**src/rtl/conn_ref_pkg.sv**
```systemverilog
package conn_ref_pkg;
  // index width that stays at least one bit for single-entry counts
  function automatic int idx_w(input int n);
    return (n > 1) ? $clog2(n) : 1;
  endfunction
endpackage

```
**src/rtl/free_bit_enc.sv**
```systemverilog
module free_bit_enc #(
  parameter int W = 16,
  localparam int IW = conn_ref_pkg::idx_w(W)
) (
  input  logic [W-1:0]  used_i,
  output logic          found_o,
  output logic [IW-1:0] idx_o
);
  always_comb begin
    found_o = 1'b0;
    idx_o   = '0;
    for (int i = W - 1; i >= 0; i--) begin
      if (!used_i[i]) begin
        found_o = 1'b1;
        idx_o   = IW'(i);
      end
    end
  end
endmodule

```
**src/rtl/conn_ref_bank.sv**
```systemverilog
module conn_ref_bank #(
  parameter int PAGES     = 8,
  parameter int PAGE_BITS = 16,
  localparam int PW = conn_ref_pkg::idx_w(PAGES),
  localparam int BW = conn_ref_pkg::idx_w(PAGE_BITS)
) (
  input  logic          clk_i,
  input  logic          rst_ni,
  input  logic          start_i,
  input  logic          free_i,
  input  logic [PW-1:0] free_page_i,
  input  logic [BW-1:0] free_bit_i,
  output logic          busy_o,
  output logic          done_o,
  output logic [PW-1:0] page_o,
  output logic [BW-1:0] bit_o,
  output logic          exh_o,
  output logic          free_err_o
);
  logic [PAGE_BITS-1:0] tbl_q [PAGES];
  logic [PAGE_BITS-1:0] tbl_d [PAGES];
  logic [PW-1:0]        ptr_q;
  logic [PW:0]          sweep_q;
  logic                 found;
  logic [BW-1:0]        idx;
  logic                 alloc_fire, free_ok, free_bad;

  free_bit_enc #(.W(PAGE_BITS)) u_enc (
    .used_i (tbl_q[ptr_q]),
    .found_o(found),
    .idx_o  (idx)
  );

  assign alloc_fire = busy_o && found;
  assign free_ok    = free_i && tbl_q[free_page_i][free_bit_i];
  assign free_bad   = free_i && !tbl_q[free_page_i][free_bit_i];

  always_comb begin
    for (int p = 0; p < PAGES; p++) begin
      tbl_d[p] = tbl_q[p];
      if (alloc_fire && ptr_q == PW'(p)) tbl_d[p][idx] = 1'b1;
      // clear can never hit the bit being set: that bit was 0
      if (free_ok && free_page_i == PW'(p)) tbl_d[p][free_bit_i] = 1'b0;
    end
  end

  always_ff @(posedge clk_i or negedge rst_ni) begin
    if (!rst_ni) begin
      for (int p = 0; p < PAGES; p++) tbl_q[p] <= '0;
      ptr_q      <= '0;
      sweep_q    <= '0;
      busy_o     <= 1'b0;
      done_o     <= 1'b0;
      exh_o      <= 1'b0;
      free_err_o <= 1'b0;
      page_o     <= '0;
      bit_o      <= '0;
    end else begin
      for (int p = 0; p < PAGES; p++) tbl_q[p] <= tbl_d[p];
      done_o     <= 1'b0;
      exh_o      <= 1'b0;
      free_err_o <= free_bad;
      if (start_i && !busy_o) begin
        busy_o  <= 1'b1;
        sweep_q <= '0;
      end else if (busy_o) begin
        if (found) begin
          done_o <= 1'b1;
          page_o <= ptr_q;
          bit_o  <= idx;
          busy_o <= 1'b0;
        end else begin
          ptr_q <= (ptr_q == PW'(PAGES - 1)) ? '0 : ptr_q + 1'b1;
          if (sweep_q == (PW + 1)'(PAGES - 1)) begin
            exh_o  <= 1'b1;
            busy_o <= 1'b0;
          end else begin
            sweep_q <= sweep_q + 1'b1;
          end
        end
      end
    end
  end

  // a reported reference is marked used
  a_r3_done_marks_used: assert property (@(posedge clk_i) disable iff (!rst_ni)
    done_o |-> tbl_q[page_o][bit_o]);
  // pointer holds while idle
  a_r4_ptr_idle_stable: assert property (@(posedge clk_i) disable iff (!rst_ni)
    (!busy_o && !start_i) |=> $stable(ptr_q));
  // error pulse only follows a free request
  a_r8_err_after_free: assert property (@(posedge clk_i) disable iff (!rst_ni)
    free_err_o |-> $past(free_i));
  // success and exhaustion exclusive
  a_r6_one_outcome: assert property (@(posedge clk_i) disable iff (!rst_ni)
    !(done_o && exh_o));
endmodule

```
**src/rtl/conn_ref_alloc.sv**
```systemverilog
module conn_ref_alloc #(
  parameter int N_BANKS   = 2,
  parameter int PAGES     = 8,
  parameter int PAGE_BITS = 16,
  localparam int KW    = conn_ref_pkg::idx_w(N_BANKS),
  localparam int PW    = conn_ref_pkg::idx_w(PAGES),
  localparam int BW    = conn_ref_pkg::idx_w(PAGE_BITS),
  localparam int REF_W = KW + PW + BW
) (
  input  logic             clk_i,
  input  logic             rst_ni,
  input  logic             alloc_req_i,
  output logic             busy_o,
  output logic             done_o,
  output logic [REF_W-1:0] ref_o,
  output logic             exhausted_o,
  input  logic             free_req_i,
  input  logic [REF_W-1:0] free_ref_i,
  output logic             free_err_o
);
  logic [KW-1:0]      rr_q;
  logic               accept;
  logic [N_BANKS-1:0] bk_busy, bk_done, bk_exh, bk_err;
  logic [PW-1:0]      bk_page [N_BANKS];
  logic [BW-1:0]      bk_bit  [N_BANKS];
  logic [KW-1:0]      free_bank;

  assign accept    = alloc_req_i && !busy_o;
  assign free_bank = (N_BANKS > 1) ? free_ref_i[REF_W-1 -: KW] : '0;

  always_ff @(posedge clk_i or negedge rst_ni) begin
    if (!rst_ni) rr_q <= '0;
    else if (accept) rr_q <= (rr_q == KW'(N_BANKS - 1)) ? '0 : rr_q + 1'b1;
  end

  for (genvar b = 0; b < N_BANKS; b++) begin : g_bank
    conn_ref_bank #(.PAGES(PAGES), .PAGE_BITS(PAGE_BITS)) u_bank (
      .clk_i      (clk_i),
      .rst_ni     (rst_ni),
      .start_i    (accept && rr_q == KW'(b)),
      .free_i     (free_req_i && free_bank == KW'(b)),
      .free_page_i(free_ref_i[BW +: PW]),
      .free_bit_i (free_ref_i[BW-1:0]),
      .busy_o     (bk_busy[b]),
      .done_o     (bk_done[b]),
      .page_o     (bk_page[b]),
      .bit_o      (bk_bit[b]),
      .exh_o      (bk_exh[b]),
      .free_err_o (bk_err[b])
    );
  end

  assign busy_o      = |bk_busy;
  assign done_o      = |bk_done;
  assign exhausted_o = |bk_exh;
  assign free_err_o  = |bk_err;

  always_comb begin
    ref_o = '0;
    for (int b = 0; b < N_BANKS; b++)
      if (bk_done[b]) ref_o = {KW'(b), bk_page[b], bk_bit[b]};
  end

  // at most one bank searches at a time
  a_r2_single_search: assert property (@(posedge clk_i) disable iff (!rst_ni)
    $onehot0(bk_busy));
  // results come from one bank only
  a_r5_single_result: assert property (@(posedge clk_i) disable iff (!rst_ni)
    $onehot0(bk_done | bk_exh));
  // a result ends the search
  a_r2_done_not_busy: assert property (@(posedge clk_i) disable iff (!rst_ni)
    (done_o || exhausted_o) |-> !busy_o);
endmodule

```
**config.mk**
```make
export PLATFORM = sky130hd
export DESIGN_NAME = conn_ref_alloc
export DESIGN_NICKNAME = d
export VERILOG_FILES = /design/src/rtl/conn_ref_pkg.sv /design/src/rtl/free_bit_enc.sv /design/src/rtl/conn_ref_bank.sv /design/src/rtl/conn_ref_alloc.sv
export SDC_FILE = /design/constraint.sdc
export NUM_CORES = 1
export LEC_CHECK = 0
export CORE_ASPECT_RATIO = 1.2
export CORE_MARGIN = 10
export CORE_UTILIZATION = 65
export CTS_CLUSTER_SIZE = 20
export DETAILED_ROUTE_END_ITERATION = 6
export DONT_BUFFER_PORTS = 1
export PLACE_DENSITY_LB_ADDON = 0.3
export SLEW_MARGIN = 20
export SYNTH_ARGS = -nofsm -noshare
export SYNTH_HDL_FRONTEND = slang
export SYNTH_HIERARCHICAL = 1
export SYNTH_SLANG_ARGS = --single-unit
```
**constraint.sdc**
```tcl
create_clock -name clk_i -period 4.73 [get_ports clk_i]
set_clock_uncertainty 0.15 [all_clocks]
set_input_delay 0.2365 -clock clk_i [delete_from_list [all_inputs] [get_ports clk_i]]
set_output_delay 0.2365 -clock clk_i [all_outputs]
set_load 0.01 [all_outputs]
```
### Word level (Yosys, flattened, before mapping)

Index checks and enable logic that the tools add are counted.
W data, S select, Z words.

| storage, ports and cells | value |
|---|---|
| bits in registers | 293 |
| output and inout port bits | 12 |
| word-level logic and storage cells | 337 |

| cells by class | value |
|---|---|
| bitwise logic cells | 42 |
| reductions and logical operators | 68 |
| mux-type cells | 153 |
| equal/unequal tests | 27 |
| add/subtract/negate cells | 5 |
| $lt $le $gt $ge | 9 |

Operator list:

| kind | count |
|---|---|
| $mux W16 | 40 |
| $and A16 B16 Y16 | 16 |
| $or A16 B16 Y16 | 16 |
| $bmux W16 S3 | 4 |
| $mux W4 | 40 |
| $mux W1 | 60 |
| $logic_and A1 B1 Y1 | 48 |
| $eq A3 B3 Y1 const B | 12 |
| $eq A3 B2 Y1 const B | 6 |
| $reduce_and A3 Y1 | 6 |
| $not A16 Y16 | 1 |
| $lt A4 B5 Y1 const B | 3 |
| $demux W1 S4 | 3 |
| $ge A4 B1 Y1 const B | 3 |
| $ge A4 B4 Y1 const B | 3 |
| $not A3 Y4 | 3 |
| $eq A3 B1 Y1 const B | 3 |
| $logic_not A3 Y1 | 3 |
| $add A4 B1 Y4 const B | 2 |
| $bmux W1 S4 | 2 |
| $eq A4 B3 Y1 const B | 2 |
| $mux W8 | 1 |
| $reduce_or A2 Y1 | 4 |
| $mux W7 | 1 |
| 8 further kinds | 22 |

### Depth between registers and ports, before layout

Gate-level depths: netlist of the first run.

| logic depth | value |
|---|---|
| word-level depth | 28 |
| mapped depth | 15 |
| mapped depth without buffers | 11 |

### Modules after synthesis

The synthesis of the first run kept the hierarchy.

Modules (own cells, without submodules):

| module | instances | sequential area each (µm²) | cells each | area an instance (µm²) |
|---|---|---|---|---|
| conn_ref_bank at g_bank[1].u_bank | 1 | 3653.5 | 819 | 8365.5 |
| conn_ref_bank at g_bank[0].u_bank | 1 | 3653.5 | 819 | 8304.2 |
| free_bit_enc | 2 | 0.0 | 34 | 166.4 |
| conn_ref_alloc | 1 | 25.0 | 25 | 187.7 |

### Worst setup path after synthesis of the first run

OpenSTA, ideal clock, no wires.

| timing path | value |
|---|---|
| path kind | register -> register |
| from | reg g_bank[1].u_bank.ptr_q[0] |
| to | reg g_bank[1].u_bank/tbl_q[40] (netlist bit) |
| arrival time | 3.502 ns |
| setup slack | 0.996 ns |
| stages on the path, launching flop included | 13 |
| setup time | 0.082 ns |
| period minus slack after synthesis | 3.734 ns |
| required time | 4.498 ns |
| path buffers | 2 |
| cell sequence | dfrtp_1 clkbuf_1 buf_1 mux4_2 nand2_1 nand2_1 nand4_1 nor3_1 nor3_1 nand2b_1 nor3_1 a21oi_1 a31oi_2 |

RTL lines:

| what | RTL line | RTL |
|---|---|---|
| from (decl) | conn_ref_bank.sv:22 | `logic [PW-1:0] ptr_q;` |
| from (signal assigned) | conn_ref_bank.sv:73 | `ptr_q <= (ptr_q == PW'(PAGES - 1)) ? '0 : ptr_q + 1'b1;` |
| to (decl) | conn_ref_bank.sv:20 | `logic [PAGE_BITS-1:0] tbl_q [PAGES];` |

==> summary.md, run 1 <==
TritonCTS built the clock tree. Walking the worst path, the cells encountered are buf_12, mux4_2, nand2_1, nand2_1, nand4_1, nor2_1, nand2_1, nand2_1, inv_1, and3_1, buf_4, a21oi_1, a31oi_1, dlygate4sd3_1. For the level count of the clock H-tree, the log shows 1. The final-layout worst hold slack came out at -0.769 ns.

The logs give 223 MHz for the maximum clock frequency and 33,400 sq um for the die footprint. The most critical setup path has its endpoint at g_bank[1].u_bank/tbl_q[47]. Max-cap violations in this run came to 0. In this run, the combinational gates consume 39.9% of the power. The number of buffers and inverters on the critical path is 4. The worst setup path is launched from a flip-flop.

Setup violations remaining at the end of the flow were counted as 0. The number of buffers inserted by hold repair at cts was 18; the signal arrival time at the worst endpoint was 4.83 ns. The synthesis-to-layout area growth is 7.26%. In this run the critical register-to-register path is captured at g_bank[1].u_bank/tbl_q[47]. The kind of capture point of the worst setup path is a flip-flop. The tools report the post-route DRC violation count as 0.

The starting DRC count in detailed routing was 3,155. Summed over all nets, the switching power comes to 3.61 mW. Via count of the first global-routing pass: 15,681. After synthesis the netlist holds a flip-flop and latch count of 293.

For the number of buffers created by CTS, the log shows 30. Number of vias per cell: 7.85. The number of distinct library cell variants in the gate-level netlist after synthesis was 63; the logic depth of the worst register-to-register path was 14. The cell count after placement is 1,956. The master of the slowest instance on the critical path was sky130_fd_sc_hd__dfrtp_4. The critical path class is flip-flop to flip-flop. Dominant register cell in the synthesized netlist: sky130_fd_sc_hd__dfrtp_1. The routed design has 57,500 microns of wire. Across the VDD grid, the largest voltage drop is 0.000322 V. The aggregate negative setup slack was 0 ns. The top cell types in the final layout, fill and taps aside, are sky130_fd_sc_hd__dfrtp_1 (291), sky130_fd_sc_hd__a21oi_1 (283), sky130_fd_sc_hd__a31oi_1 (243), sky130_fd_sc_hd__nand2_1 (157), sky130_fd_sc_hd__nor2_1 (115).

The run finished, with violations left. The logs give 42.7% for the part of the Yosys area used for sequential elements and 2,029 for the final non-filler cell total. After filler insertion, the fill cell instance count of the layout stands at 1,932. 24 I/O pins were placed.

The cell sitting at the root of the clock tree is a sky130_fd_sc_hd__clkbuf_16. Setup repair after global routing left no endpoint under its margin. The number of warnings issued by yosys is 6, and the count of buffers from port buffering is 0. For this run, asynchronously set or reset flops after synthesis account for 100%. The critical path runs through a total of 14 cells. The measured slew at the worst slew-check pin works out to 1.27 ns. Initial antenna violation count: 0. Before CTS, the worst setup slack after placement is 0.701 ns. Final count of hold timing violations: 293. In the finished design, the share of the clock period the worst path needs comes to 94.9%.

At the worst endpoint, the required time is 5.07 ns. Once routing completed, OpenROAD measured the worst setup slack at 0.240 ns. After detailed routing, the average wire length per cell comes to 28.3 microns.

The ratio of total power to cell area was 480 nW/um^2. The count of flip-flops with a built-in enable after synthesis is 0. The CTS sink count was 293; the internal power summed over all cells was 5.24 mW. Entering global routing, the biggest net connects 294 pins. The leading cell type in the layout, fill and taps excluded is sky130_fd_sc_hd__dfrtp_1. The total area of multi-input combinational cells was 9060 sq um. Net count of the finished layout: 1,698. Routability-driven placement finished with a final weighted congestion of 0.953. The launching point of the worst reg2reg path is g_bank[1].u_bank/ptr_q[0]. Global routing consumed, over all layers together, 33.4% of the routing resources. The core region is 26,200 sq um. The worst register-to-register path has a setup slack of 0.24 ns. In this run the worst path has a maximum fanout of 17. The biggest cell delay along the critical path is 0.66 ns, and the number of rows created at floorplan is 65. The number of antenna diodes in the final layout is 0.

After clock tree synthesis, the setup repair step added 0 buffers. The remaining global-route overflow is 0. The fraction of final layout cells sized beyond drive strength 1 is 15.3%. Registers are responsible for 34.3% of the overall power.

The final critical path time including I/O delays and setup is 4.49 ns. Height of the chip: 198 microns. The first global-routing pass estimated 88,600 microns of wire.

The number of instances in the synthesized netlist was 1,731; the die outline width was 168 microns. The clock network accounts for 25.7% of the total power. For the worst slew margin relative to its limit, the log shows 15.3%. The run gives 0 as the residual antenna-violating net count after detailed routing.

The path type of the worst min-delay path was input port to async pin. Synthesis produced a netlist with a net count of 1,757. The logs give 0 for the number of slew-limit violations in the final report and 17,200 sq um for the netlist area before placement. The run gives 70.4% as the final design utilization. The cell type with the highest occurrence count on the critical path was sky130_fd_sc_hd__nand2_1.

The synthesized area per cell is 9.93 sq um. Gate family responsible for the most delay along the worst path: buffers and inverters. The HPWL after detailed placement is 33,100 microns, and the switching share of power is 40.8%. The first detailed-routing pass ran for 6 iterations. Clock latency on the worst-skew pair, taken at its later pin, is 0.56 ns. The checks that failed: hold timing. The clock slew at the register clock pins of the worst setup and hold paths came out at 0.06 ns. The origin of the worst setup path is g_bank[1].u_bank/ptr_q[0]. For this configuration, the core starts out at a cell density of 65.6%. The leakage power summed over all cells came out at 6.66 nW.

The longest clock path from root to sink contains 3 buffers. For this block, the via count after detailed routing is 15,922. The sequential cells in the finished layout cover a total of 7340 sq um.
## logic make-up after synthesis
| kind of cell | after synthesis | synth area share (%) |
|---|---|---|
| and+or+nand+nor | 459 | 12.4 |
| DFF | 293 | 42.7 |
| AOI/OAI and AO/OA | 624 | 21.3 |
| muxes | 157 | 17.4 |
| adders and majority gates | 14 | 1.02 |
| xor gates and xnor gates | 3 | 0.153 |
| buffers and inverters | 181 | 5.06 |
## flip-flops by register name, summed over array words and instances, names as in the netlist
signal and count:
g_bank.u_bank/page_o 6, g_bank.u_bank/ptr_q 6, rr_q 1, g_bank.u_bank/free_err_o 2, g_bank.u_bank/done_o 2, g_bank.u_bank/bit_o 8
g_bank.u_bank/tbl_q 256, g_bank.u_bank/busy_o 2, g_bank.u_bank/sweep_q 8, g_bank.u_bank/exh_o 2
## synthesized netlist by cell type, types with 6 or more instances
library cell,count,area share (%)
sky130_fd_sc_hd__dfrtp_1,293,43
sky130_fd_sc_hd__a21oi_1,283,8.2
sky130_fd_sc_hd__a31oi_1,244,8.9
sky130_fd_sc_hd__nand2_1,157,3.4
sky130_fd_sc_hd__nor2_1,118,2.6
sky130_fd_sc_hd__mux4_2,111,15
sky130_fd_sc_hd__clkbuf_1,98,2.1
sky130_fd_sc_hd__nor3_1,43,1.3
sky130_fd_sc_hd__and3_1,29,1.1
sky130_fd_sc_hd__o21ai_0,28,0.82
sky130_fd_sc_hd__buf_2,26,0.76
sky130_fd_sc_hd__nand2b_1,24,0.87
sky130_fd_sc_hd__mux2i_1,22,1.3
sky130_fd_sc_hd__mux2_2,21,1.4
sky130_fd_sc_hd__nor2b_1,20,0.73
sky130_fd_sc_hd__inv_1,19,0.41
sky130_fd_sc_hd__nand3_1,19,0.55
sky130_fd_sc_hd__buf_6,18,1.2
sky130_fd_sc_hd__buf_1,14,0.31
sky130_fd_sc_hd__ha_1,14,1.0
sky130_fd_sc_hd__a41oi_1,12,0.61
sky130_fd_sc_hd__and2_1,10,0.36
sky130_fd_sc_hd__o22ai_1,10,0.36
sky130_fd_sc_hd__nand4_1,8,0.29
sky130_fd_sc_hd__o21ai_1,7,0.20
sky130_fd_sc_hd__buf_4,6,0.26
## repair_timing
action,4_1_cts,5_1_grt
hold endpoints to repair,423,293
gates resized for setup,0,1
endpoints found under the setup margin,0,1
## layout make-up
type                       instances  share of cell area, %
sequential                       293                   39.8
clock buffer                      46                   4.84
inverter                          19                  0.387
tap                              335                   2.27
multi-input combinational       1257                   49.1
clock inverter                     8                  0.217
timing repair buffer              71                   3.37
## per-stage QoR
step           total power, mW  area (sq um)
3_3_place_gp              6.34         17300
2_1_floorplan             5.31         17200
4_1_cts                   8.71         18400
3_5_place_dp              6.41         17300
5_1_grt                   9.18         18400
6_report                  8.85         18400
## power groups by stage
| stage | clock (mW) | combinational, mW | sequential, mW |
|---|---|---|---|
| 2_1_floorplan | 0 | 2.40 | 2.91 |
| 3_3_place_gp | 0 | 3.28 | 3.06 |
| 3_5_place_dp | 0 | 3.34 | 3.07 |
| 4_1_cts | 2.29 | 3.39 | 3.03 |
| 5_1_grt | 2.39 | 3.73 | 3.07 |
| 6_report | 2.28 | 3.53 | 3.04 |
## layer usage
layer  part of all wire, %  global-route usage (%)  up-vias
met5                     0                       0        -
met2                    46                    52.6     1391
met4                   7.8                    23.1        0
met1                    33                    39.7     7660
met3                    13                    8.25      382
li1                      -                       -     6489
## how the worst min path moves through the flow
| stage | to | depth (start not counted) |
|---|---|---|
| floorplan | g_bank[0].u_bank/bit_o[0] | 0 |
| global placement | g_bank[1].u_bank/tbl_q[41] | 0 |
| detailed placement | g_bank[1].u_bank/tbl_q[57] | 0 |
| CTS | g_bank[1].u_bank/tbl_q[41] | 0 |
| global route | g_bank[1].u_bank/tbl_q[90] | 0 |
| finish | g_bank[1].u_bank/tbl_q[123] | 0 |
No activity file was read; power rests on OpenSTA's default activity.
==> run 2, diff against run 1 <==
--- a/config.mk
+++ b/config.mk
@@ -15,5 +15,4 @@
 export SLEW_MARGIN = 20
 export SYNTH_ARGS = -nofsm -noshare
 export SYNTH_HDL_FRONTEND = slang
-export SYNTH_HIERARCHICAL = 1
 export SYNTH_SLANG_ARGS = --single-unit
==> run 2 against run 1 <==
Compared with the run above:
- the flow still finishes with violations (hold timing)
- clock power up 6%
- worst hold slack worse by 0.0035 ns
- first-iteration DRC count down 23%
- clock-buffer cell count down 3
- flip-flop and latch count unchanged
- routed wire length down 5.3%
- critical path type unchanged
==> summary.md, run 2 <==
The aggregate negative setup slack is 0 ns (unchanged), and the starting DRC count in detailed routing is 2,434 (-23%). Dominant register cell in the synthesized netlist: sky130_fd_sc_hd__dfrtp_1. The area share of the largest cell type after synthesis is 43.2% (+0.52 points).

The netlist area before placement was 17,000 sq um (-1.2%); the height of the chip was 197 microns (-0.55%). The via count of the first global-routing pass is 14,943 (-4.7%). Core area: 25,600 sq um (-2.1%).

Boundary pin count: 24 (unchanged). Leading cell type by number of instances after synthesis: sky130_fd_sc_hd__a21oi_1. The fraction of final layout cells sized beyond drive strength 1 was 18.5% (+3.2 points); the least setup slack across all paths after layout was 0.525 ns (+0.285 ns).

The routed wire length came out at 54,400 microns (-5.3%). The kind of capture point of the worst setup path was a flip-flop. Count of buffers from port buffering: 0 (unchanged).

The final critical path time including I/O delays and setup is 4.20 ns (-0.285 ns). The run gives 31 (+3.3%) as the number of buffers created by CTS. The run gives 0 (unchanged) as the post-route DRC violation count.

Leaving out fill and tap cells, the most frequent cell in the layout is sky130_fd_sc_hd__a21oi_1. The worst register-to-register path begins at g_bank[0].u_bank.ptr_q[2]. Leaving out fill and tap cells, the most frequent cells in the layout are sky130_fd_sc_hd__a21oi_1 (351), sky130_fd_sc_hd__dfrtp_1 (290), sky130_fd_sc_hd__a31oi_1 (177), sky130_fd_sc_hd__mux4_2 (132), sky130_fd_sc_hd__nand2_1 (87).

The run finished, with violations left. The required time reported for the critical path endpoint is 5.06 ns (about the same), and the number of vias per cell is 7.87 (+0.24%). The run gives 4.53 ns (-0.30 ns) as the signal arrival time at the worst endpoint. Max-cap violation count: 0 (unchanged).

The count of instances resized after the clock tree is built came out at 0 (unchanged). The clock insertion delay at the later pin of the skew report is 0.56 ns (about the same), and the ratio of total power to cell area is 581 nW/um^2 (+21%). The number of diodes added for antenna fixing was 0 (unchanged); the part of the Yosys area used for sequential elements was 43.2% (+0.52 points). The largest net degree at the start of global routing is 294 (unchanged). The routed length per instance is 28.9 microns (+1.9%), and the number of instances in the synthesized netlist is 1,588 (-8.3%). The logs give 0 (unchanged) for the residual antenna-violating net count after detailed routing and 6190 microns (-18%) for the detailed route wirelength on metal3. sky130_fd_sc_hd__dfrtp_1 takes more of the synthesized area than any other cell. In the final layout, the registers with the most flip-flops are g_bank.u_bank.tbl_q (256), g_bank.u_bank.bit_o (8), g_bank.u_bank.sweep_q (8). The total via count after detailed routing was 14,836 (-6.8%); the die footprint was 33,000 sq um (-1.1%). The logs give 18,100 microns (-4.3%) for the post-route met1 wirelength and 6 (unchanged) for the first-pass detailed-route iteration total. The number of flip-flops under the largest register name works out to 256 (unchanged). The startpoint class of the critical path was a flip-flop. The clock slew at the register clock pins of the worst setup and hold paths was 0.06 ns (about the same); the final count of hold timing violations was 293 (unchanged).

Synthesized area per cell: 10.7 sq um (+7.7%). More flip-flops sit in one register than any other, and that register is g_bank.u_bank.tbl_q. For the combined global-route utilization of all metal layers, the log shows 32.2% (-1.1 points). By area the synthesized netlist is led by sky130_fd_sc_hd__dfrtp_1 (43%), sky130_fd_sc_hd__mux4_2 (18%), sky130_fd_sc_hd__a21oi_1 (10%), sky130_fd_sc_hd__a31oi_1 (6.6%), sky130_fd_sc_hd__mux2i_1 (2.2%). The tools report the CTS sink count as 293 (unchanged). The final clock period utilization by the worst path was 88.9% (-6.0 points). The net count of the finished layout is 1,558 (-8.2%). The final reports fail on hold timing.

Number of rows created at floorplan: 64 (-1.5%). The highest layer touched by signal routing is met4. The worst-path maximum fanout was 32 (+15).

The number of fill cells in the layout was 1,813 (-6.2%). The HPWL after detailed placement was 34,100 microns (+3.0%). The buffer depth of the longest clock path came out at 3 (unchanged). The count of flip-flops with a built-in enable after synthesis works out to 0 (unchanged). The starting utilization of the core area was 66.3% (+0.63 points).

The final-layout worst hold slack is -0.772 ns (-0.00350 ns), and the synthesis-to-layout area growth is 6.90%. CTS placed an instance of sky130_fd_sc_hd__clkbuf_16 at the clock tree root. The run gives 0 (unchanged) as the number of endpoints failing setup at the final stage. The power consumption is 10.5 mW (+19%), and the global-route wire length before repair is 84,900 microns (-4.1%). The die outline width is 168 microns (-0.53%). The tools report the origin of the worst setup path as g_bank[0].u_bank.ptr_q[2].

The tools report the number of slew-limit violations in the final report as 0 (unchanged). For the worst slack after detailed placement, the log shows 0.659 ns (-0.0423 ns). The async set-or-reset flop fraction in the synthesized netlist was 100% (unchanged); the initial antenna violation count was 0 (unchanged).

The number of warnings issued by yosys is 0 (-6). TritonCTS built the clock tree. In the synthesized netlist, the cells that appear most often are sky130_fd_sc_hd__a21oi_1 (351), sky130_fd_sc_hd__dfrtp_1 (293), sky130_fd_sc_hd__a31oi_1 (178). The number of buffers inserted by hold repair at cts is 8 (-10). Peak supply drop: 0.000442 V (+37%). The min-delay analysis places its worst path in the category input port to async pin. Number of distinct library cell variants in the gate-level netlist after synthesis: 74 (+17%).

The critical path class was flip-flop to flip-flop. The measured slew at the worst slew-check pin came out at 1.20 ns (-0.0709 ns). The run gives 1,614 (-8.1%) as the number of nets in the synthesized netlist.

The flop and latch count out of synthesis is 293 (unchanged), and the remaining global-route overflow is 0 (unchanged). The worst slew margin relative to its limit came out at 20.0% (+4.7 points). The maximum clock frequency was 238 MHz (+6.8%). Routed length on met2: 25,700 microns (-3.6%). Global placement routability congestion: 1.04 (+9.0%).

The run gives 1 (unchanged) as the level count of the clock H-tree. Setup repair after global routing left no endpoint under its margin. The setup fix buffers added after clock tree synthesis is 0 (unchanged), and the leakage power summed over all cells is 6.46 nW (-2.9%).
## run 2: worst max-delay path: stages, from the launching register on
cell                       delay [ns]
sky130_fd_sc_hd__dfrtp_2         0.76
sky130_fd_sc_hd__buf_4           0.43
sky130_fd_sc_hd__buf_4           0.24
sky130_fd_sc_hd__mux4_2          0.23
sky130_fd_sc_hd__mux2i_1         0.09
sky130_fd_sc_hd__o311ai_1        0.54
sky130_fd_sc_hd__nand2_1         0.13
sky130_fd_sc_hd__a211o_1         0.32
sky130_fd_sc_hd__o211ai_1        0.45
sky130_fd_sc_hd__buf_4           0.47
sky130_fd_sc_hd__a31oi_1         0.13
sky130_fd_sc_hd__a21oi_1         0.15
## run 2: worst paths after layout
path	cells after the start	end	slack [ns]
setup reg to reg	11	g_bank[0].u_bank.tbl_q[14]	0.53
min in group clk_i	3	g_bank[1].u_bank.tbl_q[63]	0.05
hold reg to reg	2	g_bank[0].u_bank.page_o[2]	0.34
hold / removal	0	g_bank[1].u_bank.tbl_q[31]	-0.77
max in group asynchronous	0	g_bank[0].u_bank.tbl_q[106]	4.51
setup / recovery	11	g_bank[0].u_bank.tbl_q[14]	0.53
## run 2: logic make-up (layout without fill, tap and decap cells)
family	Yosys count	count (layout)	synth area share (%)
buffers and inverters	163	131	4.90
and+or+nand+nor	304	304	8.85
xor gates and xnor gates	3	3	0.155
muxes	176	176	20.1
adders and majority gates	14	14	1.03
DFF	293	293	43.2
AOI/OAI and AO/OA	635	635	21.7
## run 2: report_power, final
part | internal, mW | switching, mW
registers | 2.80 | 0.477
logic | 1.56 | 3.29
clock network | 1.40 | 1.01
total | 5.76 | 4.78
## run 2: layer usage
metal	vias up	GRT usage, %
met5	-	0
met4	0	23.4
met3	344	7.34
met2	1177	50.9
met1	7260	38.3
li1	6055	-
## run 2: final cells by class
class	instances	area, sq um	share of cell area, %
clock buffers	43	921	5.07
clock inverters	14	103	0.565
inverters	18	67.6	0.372
multi-input cells	1132	8860	48.8
flip-flops and latches	293	7340	40.4
well taps	330	413	2.27
repair buffers	56	453	2.49
## run 2: stage by stage
step | cell area (sq um) | cells | utilization (%)
after floorplan | 17000 | 1588 | -
after global placement | 17000 | 1821 | 66.5
after detailed placement | 17000 | 1821 | 66.5
after CTS | 18100 | 1886 | 70.8
after global routing | 18200 | 1886 | 70.8
final | 18200 | 1886 | 70.8
